`src/rtl/mem_hs_pkg.sv`:
```
`timescale 1ns/1ps
package mem_hs_pkg;

    typedef enum logic {
        ACC_READ  = 1'b0,
        ACC_WRITE = 1'b1
    } acc_kind_e;

    typedef struct packed {
        logic      active;
        acc_kind_e kind;
    } acc_state_t;

    typedef struct packed {
        logic      valid;    // exactly one command line high
        logic      any;      // at least one command line high
        acc_kind_e kind;
    } cmd_dec_t;

    function automatic cmd_dec_t decode_cmd(input logic rd, input logic wr);
        cmd_dec_t d;
        d.valid = rd ^ wr;
        d.any   = rd | wr;
        d.kind  = wr ? ACC_WRITE : ACC_READ;
        return d;
    endfunction

endpackage

```
`src/rtl/mhs_addr_reg.sv`:
```
`timescale 1ns/1ps
module mhs_addr_reg #(
    parameter int ADDR_W = 12
) (
    input  logic              clk,
    input  logic              rst,
    input  logic              load,
    input  logic [ADDR_W-1:0] d,
    output logic [ADDR_W-1:0] q
);
    always_ff @(posedge clk) begin
        if (rst)       q <= '0;
        else if (load) q <= d;
    end

    AST_ADDR_HOLDS: assert property (@(posedge clk) disable iff (rst)
        !load |=> $stable(q));
endmodule

```
`src/rtl/mhs_data_reg.sv`:
```
`timescale 1ns/1ps
module mhs_data_reg #(
    parameter int DATA_W = 16
) (
    input  logic              clk,
    input  logic              rst,
    input  logic              ld_bus,
    input  logic              ld_mem,
    input  logic [DATA_W-1:0] bus_d,
    input  logic [DATA_W-1:0] mem_d,
    output logic [DATA_W-1:0] q
);
    always_ff @(posedge clk) begin
        if (rst)         q <= '0;
        else if (ld_mem) q <= mem_d;
        else if (ld_bus) q <= bus_d;
    end

    AST_DATA_HOLDS: assert property (@(posedge clk) disable iff (rst)
        (!ld_bus && !ld_mem) |=> $stable(q));
    AST_MEM_WINS: assert property (@(posedge clk) disable iff (rst)
        ld_mem |=> (q == $past(mem_d)));
endmodule

```
`src/rtl/mhs_req_ctrl.sv`:
```
`timescale 1ns/1ps
module mhs_req_ctrl
    import mem_hs_pkg::*;
(
    input  logic clk,
    input  logic rst,
    input  logic cmd_read,
    input  logic cmd_write,
    input  logic wait_cpl,
    input  logic mem_cpl,
    output logic req,
    output logic we,
    output logic read_done,
    output logic stall,
    output logic cmd_error
);
    acc_state_t st;
    cmd_dec_t   dec;
    logic       accept;
    logic       reject;

    always_comb begin
        dec    = decode_cmd(cmd_read, cmd_write);
        accept = dec.valid && !st.active;
        reject = dec.any && !accept;
    end

    always_ff @(posedge clk) begin
        if (rst) begin
            st        <= '{active: 1'b0, kind: ACC_READ};
            cmd_error <= 1'b0;
        end else begin
            cmd_error <= reject;
            if (accept) begin
                st.active <= 1'b1;
                st.kind   <= dec.kind;
            end else if (st.active && mem_cpl) begin
                st.active <= 1'b0;
            end
        end
    end

    assign req       = st.active;
    assign we        = st.active && (st.kind == ACC_WRITE);
    assign read_done = st.active && (st.kind == ACC_READ) && mem_cpl;
    assign stall     = wait_cpl && st.active && !mem_cpl;

    AST_REQ_HOLDS: assert property (@(posedge clk) disable iff (rst)
        (req && !mem_cpl) |=> req);
    AST_REQ_DROPS: assert property (@(posedge clk) disable iff (rst)
        (req && mem_cpl) |=> !req);
    AST_STALL_KEEPS_REQ: assert property (@(posedge clk) disable iff (rst)
        stall |=> req);
    AST_BUSY_CMD_FLAGGED: assert property (@(posedge clk) disable iff (rst)
        (req && (cmd_read || cmd_write)) |=> cmd_error);
    AST_KIND_STABLE: assert property (@(posedge clk) disable iff (rst)
        (req && !mem_cpl) |=> $stable(we));
    AST_NO_IDLE_REQ: assert property (@(posedge clk) disable iff (rst)
        (!req && !cmd_read && !cmd_write) |=> !req);
endmodule

```
`src/rtl/mem_handshake.sv`:
```
`timescale 1ns/1ps
module mem_handshake #(
    parameter int DATA_W = 16,
    parameter int ADDR_W = 12
) (
    input  logic              clk,
    input  logic              rst,
    input  logic [DATA_W-1:0] bus_in,
    input  logic              addr_load,
    input  logic              mdr_load_bus,
    input  logic              mdr_load_mem,
    input  logic              mdr_drive_bus,
    input  logic              mdr_drive_mem,
    input  logic              cmd_read,
    input  logic              cmd_write,
    input  logic              wait_cpl,
    input  logic              mem_cpl,
    input  logic [DATA_W-1:0] mem_rdata,
    output logic [ADDR_W-1:0] mem_addr,
    output logic [DATA_W-1:0] mem_wdata,
    output logic              mem_wdata_en,
    output logic              mem_req,
    output logic              mem_we,
    output logic [DATA_W-1:0] bus_out,
    output logic              bus_out_en,
    output logic              stall,
    output logic              cmd_error
);
    localparam int ADDR_LSB_W = (ADDR_W < DATA_W) ? ADDR_W : DATA_W;

    logic [DATA_W-1:0] mdr_q;
    logic              read_done;
    logic              mem_side_load;

    mhs_addr_reg #(.ADDR_W(ADDR_LSB_W)) u_addr (
        .clk  (clk),
        .rst  (rst),
        .load (addr_load),
        .d    (bus_in[ADDR_LSB_W-1:0]),
        .q    (mem_addr)
    );

    mhs_req_ctrl u_ctrl (
        .clk       (clk),
        .rst       (rst),
        .cmd_read  (cmd_read),
        .cmd_write (cmd_write),
        .wait_cpl  (wait_cpl),
        .mem_cpl   (mem_cpl),
        .req       (mem_req),
        .we        (mem_we),
        .read_done (read_done),
        .stall     (stall),
        .cmd_error (cmd_error)
    );

    assign mem_side_load = mdr_load_mem || read_done;

    mhs_data_reg #(.DATA_W(DATA_W)) u_data (
        .clk    (clk),
        .rst    (rst),
        .ld_bus (mdr_load_bus),
        .ld_mem (mem_side_load),
        .bus_d  (bus_in),
        .mem_d  (mem_rdata),
        .q      (mdr_q)
    );

    assign bus_out      = mdr_q;
    assign bus_out_en   = mdr_drive_bus;
    assign mem_wdata    = mdr_q;
    assign mem_wdata_en = mdr_drive_mem || mem_we;

    AST_READ_CAPTURE: assert property (@(posedge clk) disable iff (rst)
        (mem_req && !mem_we && mem_cpl) |=> (bus_out == $past(mem_rdata)));
    AST_WRITE_DRIVES: assert property (@(posedge clk) disable iff (rst)
        mem_we |-> (mem_wdata_en && mem_req));
    AST_WRITE_KEEPS_DATA: assert property (@(posedge clk) disable iff (rst)
        (mem_we && !mdr_load_bus && !mdr_load_mem) |=> $stable(mem_wdata));
endmodule

```
`config.mk`:
```
export PLATFORM = sky130hd
export DESIGN_NAME = mem_handshake
export DESIGN_NICKNAME = d
export VERILOG_FILES = /design/src/rtl/mem_hs_pkg.sv /design/src/rtl/mhs_addr_reg.sv /design/src/rtl/mhs_data_reg.sv /design/src/rtl/mhs_req_ctrl.sv /design/src/rtl/mem_handshake.sv
export SDC_FILE = /design/constraint.sdc
export NUM_CORES = 1
export LEC_CHECK = 0
export BUFFER_PORTS_ARGS = -buffer_cell sky130_fd_sc_hd__clkbuf_2
export CORE_ASPECT_RATIO = 1.4
export CORE_MARGIN = 2
export CORE_UTILIZATION = 38
export DETAILED_ROUTE_END_ITERATION = 10
export MAX_ROUTING_LAYER = met4
export PLACE_DENSITY = 0.75
export SYNTH_ARGS = -nofsm -noshare
export SYNTH_HDL_FRONTEND = slang
export SYNTH_HIERARCHICAL = 1
export SYNTH_SLANG_ARGS = --single-unit
```
`constraint.sdc`:
```
create_clock -name clk -period 1.46 [get_ports clk]
set_clock_uncertainty 0.15 [all_clocks]
set_input_delay 0.292 -clock clk [delete_from_list [all_inputs] [get_ports clk]]
set_output_delay 0.292 -clock clk [all_outputs]
set_load 0.005 [all_outputs]
```
* After elaboration in Yosys (flattened, before gate mapping)
Cells that the tools add are included.
** Operators by class
- Muxes and demuxes :: 5
- Bitwise gates (word level) :: 3
- Reduce and logical (&&, ||, !) cells :: 15
** Operators with widths (number)
- two-way mux 16 bit :: 2
- logical AND 1 bit :: 8
- nonzero test 2 bit :: 2
- logical NOT 1 bit :: 3
- two-way mux 1 bit :: 3
- logical OR 1 bit :: 2
- NOT 1 bit :: 1
- bitwise OR 1 bit :: 1
- XOR 1 bit :: 1
** Word-level totals
- Register bits after elaboration :: 31
- Input port bits :: 43
- Output and inout bits :: 50

* Longest topological paths before layout
- Depth in word-level cells :: 5
- Depth in mapped cells :: 6
- Depth with buffers taken out :: 5

* By module
The synthesis kept the hierarchy.
** Modules (own cells, without submodules)
- mhs_data_reg :: instances 1, cells each 71, area an instance 805.8 µm², sequential area each 320.3 µm²
- mhs_addr_reg :: instances 1, cells each 38, area an instance 420.4 µm², sequential area each 240.2 µm²
- mhs_req_ctrl :: instances 1, cells each 17, area an instance 151.4 µm², sequential area each 60.1 µm²
- mem_handshake :: instances 1, cells each 19, area an instance 140.1 µm², sequential area each 0.0 µm²

* Worst setup path before layout
OpenSTA, ideal clock, no wires.
- Kind :: register -> register
- Start point :: register u_ctrl.st (netlist bit u_ctrl/req)
- End point :: register u_data.q[10]
- Setup time :: 0.126 ns
- Data arrival time :: 1.120 ns
- Data required time :: 1.184 ns
- Slack :: 0.064 ns
- Stages on the path, launching flop included :: 7
- Path buffers :: 1
- Path through :: dfxtp_1 nand2_1 nor2_1 or2_1 inv_1 buf_4 a211oi_2
** On the way
- Word-level cells in the longest chain between the ends :: 4
- Elaborated cells on any way between the ends :: 5
- Those cells by class :: 1 x mux; 4 x reduce/logical
** RTL lines
- start: declaration :: RTL line mhs_req_ctrl.sv:17 : acc_state_t st;
- start signal: assignment :: RTL line mhs_req_ctrl.sv:30 : st <= '{active: 1'b0, kind: ACC_READ};
- logical AND 1 bit (*) (2 in series) :: RTL line mhs_req_ctrl.sv:45 : assign read_done = st.active && (st.kind == ACC_READ) && mem_cpl;
- net read_done :: RTL line mem_handshake.sv:32 : logic read_done;
- logical OR 1 bit (*) :: RTL line mem_handshake.sv:57 : assign mem_side_load = mdr_load_mem || read_done;
- net mem_side_load :: RTL line mem_handshake.sv:33 : logic mem_side_load;
- two-way mux 16 bit or nonzero test 2 bit (tied branches)
- end signal: assignment :: RTL line mhs_data_reg.sv:15 : else if (ld_mem) q <= mem_d;
- end signal: assignment :: RTL line mhs_data_reg.sv:16 : else if (ld_bus) q <= bus_d;
- end: declaration :: RTL line mhs_data_reg.sv:11 : output logic [DATA_W-1:0] q
The timed path passes the listed nets; every way through them passes the cells marked *.
A chain may end at the register's enable or synchronous reset.

* Final worst setup path
- Start point :: register u_ctrl.st (netlist bit u_ctrl/req)
- End point :: output mem_wdata_en
** On the way
- Word-level cells in the longest chain between the ends :: 2
** RTL lines
- logical AND 1 bit :: RTL line mhs_req_ctrl.sv:44 : assign we = st.active && (st.kind == ACC_WRITE);
- logical OR 1 bit :: RTL line mem_handshake.sv:72 : assign mem_wdata_en = mdr_drive_mem || mem_we;
- end: declaration :: RTL line mem_handshake.sv:21 : output logic mem_wdata_en,
Every way passes these cells.

==> impl_metrics.json <==
{
  "critPathMaxStageDelay_ns": 0.32,
  "fin_crit_sh_pct": 108,
  "crit_path_start_kind": "flip-flop",
  "placed_cell_area_um2": 1890,
  "syn_avg_cell_area_um2": 10.5,
  "crit_type": "flip-flop to output pin",
  "peakVddDrop_uv": 811,
  "dieArea_um2": 4520,
  "setup_viol": 2,
  "ys_top_cells_by_area": "dfxtp_1, mux2i_1, buf_4, a211oi_2, nor2b_1",
  "antenna_found_initial": 0,
  "whs_endpoint": "u_addr/q[2]",
  "synthAdderAreaFrac_pct": 0.824,
  "instances_no_fill": 272,
  "period_minus_slack_ns": 1.58,
  "p_leak_nw": 1.07,
  "synth-compound-area-share_pct": 12.2,
  "hold_class": "input pin to flip-flop",
  "htreeDepth": 2,
  "maxSlewHeadroom_pct": 72.2,
  "die_x_um": 57.4,
  "postLayoutSetupSlackWorst_ns": -0.123,
  "power_density_nw_per_um2": 1030,
  "wl_um": 3530,
  "firstDrtPassIters": 4,
  "cts_root_buf": "clkbuf_8",
  "hold_viol": 0,
  "hold_depth": 3,
  "grt_overflow": 0,
  "cap_violations": 0,
  "rsz0062_at_grt": "true",
  "post-place-ws_ns": -0.172,
  "std_cell_rows": 27,
  "critical_path.cell_chain": "buf_6, and2_4, or2_1, clkbuf_2",
  "die_h_um": 78.8,
  "r2r-start": "u_ctrl/req",
  "r2r_setup_slack_ns": 0.07,
  "crit_arrival_ns": 1.14,
  "synth.distinct_cells": 23,
  "cts_buffers": 5,
  "synth_xor_xnor_area_share_pct": 0,
  "clkTransAtPathRegs_ns": 0.06,
  "critical_path_buf_inv_count": 2,
  "ioPinCount": 93,
  "hold_buffers": 0,
  "synth_top_area_share_pct": 40.9,
  "avgRoutedWirePerCell_um": 13.0,
  "outcome": "finished with violations",
  "cts_tree": "done",
  "synth_top_area_cell": "dfxtp_1",
  "clock_sinks": 31,
  "grt_max_degree": 19,
  "grt_pass1_wl_um": 5210,
  "synth-seq-cells": 31,
  "synth_top_family_by_area": "multiplexers",
  "syn_nets": 189,
  "track_usage_pct": 15.2,
  "drc": 0,
  "drt_iter0_drc": 20,
  "clock_latency_ns": 0.27,
  "ys_seq_area_share_pct": 40.9,
  "avgViaCountPerCell": 4.75,
  "start_util_pct": 39.1,
  "r2r_end": "u_data/q[3]",
  "final_area_um2": 2050,
  "fmaxAchievable_mhz": 632,
  "violations": "negative setup slack",
  "placed_cells": 258,
  "required_ns": 1.02,
  "critical_path.top_delay_family": "flip-flops",
  "worst_pin_slew_ns": 0.417,
  "ctsLongestPathBuffers": 2,
  "grt_pass1_vias": 1127,
  "synth_mux_area_share_pct": 18.5,
  "ant_nets": 0,
  "yosys.area_share.simple_pct": 14.1,
  "drv_slew": 0,
  "r2r_cells": 6,
  "drive_above_1_share_pct": 53.7,
  "dp_hpwl_um": 2610,
  "syn2layout_area_growth_pct": 35.0,
  "num_vias": 1292,
  "min-delay-start": "bus_in[2]",
  "antenna_cells": 0,
  "core_um2": 3880,
  "slowest_stage": "dfxtp_2",
  "cp_max_fo": 4,
  "nets": 272,
  "synth-warning-count": 6,
  "synth_area_um2": 1520,
  "syn_inst": 145,
  "io_buffers": 90,
  "cp-end-kind": "output pin",
  "gp_congestion": 0.762
}
-- report_power, final --
group          leakage, nW  total (mW)  internal [mW]  switching, mW
sequential           0.258       0.958          0.914         0.0444
clock               0.0515       0.719          0.430          0.290
combinational        0.765       0.425          0.234          0.190
total                 1.07        2.10           1.58          0.524
-- layout by cell type, fill, tap and decap left out, types with 2 or more instances in the layout --
master    synthesis  final
a211oi_1          6      6
a211oi_2         10     10
buf_12            1      2
buf_4            18      7
clkbuf_2          0     90
clkbuf_8          0      7
dfxtp_1          31     29
dfxtp_2           0      2
inv_1             3      3
mux2i_1          28     28
nor2_1           13     12
nor2b_1          17     17
-- flip-flops by register name (all words and copies together) (netlist names) --
signal            count
u_data/q             16
u_ctrl/st             1
u_addr/q             12
u_ctrl/req            1
u_ctrl/cmd_error      1
-- through the flow --
stage / hold WS (ns) / util [%] / power [mW] / TNS, ns
4_1_cts: 0.120 / 51.9 / 2.12 / -0.235
6_report: 0.127 / 52.7 / 2.10 / -0.200
3_3_place_gp: 0.327 / 48.7 / 1.37 / -1.53
2_1_floorplan: 0.214 / - / 1.23 / 0
3_5_place_dp: 0.322 / 48.7 / 1.38 / -2.07
5_1_grt: 0.149 / 52.7 / 2.21 / -0.296
-- per-layer routing --
metal  vias up  GRT usage (%)  routed length (um)
met2        44           26.7                1910
met5         -              -                   0
li1        644              -                   -
met1       599           16.7                1390
met4         0           5.58                  40
met3         5           3.09                 184
-- cell families after synthesis --
kind of cell    count (synthesis)
flops                          31
compound gates                 18
buf+inv                        28
simple gates                   39
fa+ha+maj                       1
mux                            28
-- cells in the mapped netlist --
library cell,number
nor3_1,1
buf_6,2
a211oi_1,6
buf_2,1
nand2_1,1
o21ai_1,1
mux2i_1,28
clkbuf_1,2
ha_1,1
buf_4,18
and2b_1,1
or2_1,2
nand4bb_1,1
nor2b_1,17
buf_1,1
buf_12,1
dfxtp_1,31
and2_1,2
inv_1,3
nand2b_1,1
o21ba_1,1
a211oi_2,10
nor2_1,13
-- worst reg2reg max path, cell delays in order (launching register included) --
cell	delay [ns]
dfxtp_2	0.32
nand2_1	0.08
nor2_2	0.05
or2_4	0.25
buf_4	0.16
nor2b_1	0.14
a211oi_2	0.17
-- worst max path at each step --
stage                          start           end  slack [ns]  cells after the start
after floorplan           u_ctrl/req  u_data/q[10]        0.06                      6
after global placement       mem_cpl   u_data/q[0]       -0.11                      7
after detailed placement     mem_cpl  u_data/q[15]       -0.17                      7
after CTS                 u_ctrl/req  mem_wdata_en       -0.15                      4
after global routing      u_ctrl/req  mem_wdata_en       -0.17                      4
final                     u_ctrl/req  mem_wdata_en       -0.12                      4
-- layout make-up --
type	instances	area (um2)
fillers	354	1840
multi-input cells	87	706
well taps	43	53.8
flip-flops and latches	31	623
repair buffers	100	554
clock buffers	8	100
inverters	3	11.3
-- timing repair --
action / CTS / global route
setup buffers: 2 / 3
resized for setup: 4 / 2
cloned: 0 / 1
pin swaps: 2 / 2
setup endpoints to repair: 18 / 9
Power figures use the tool's default switching activity.
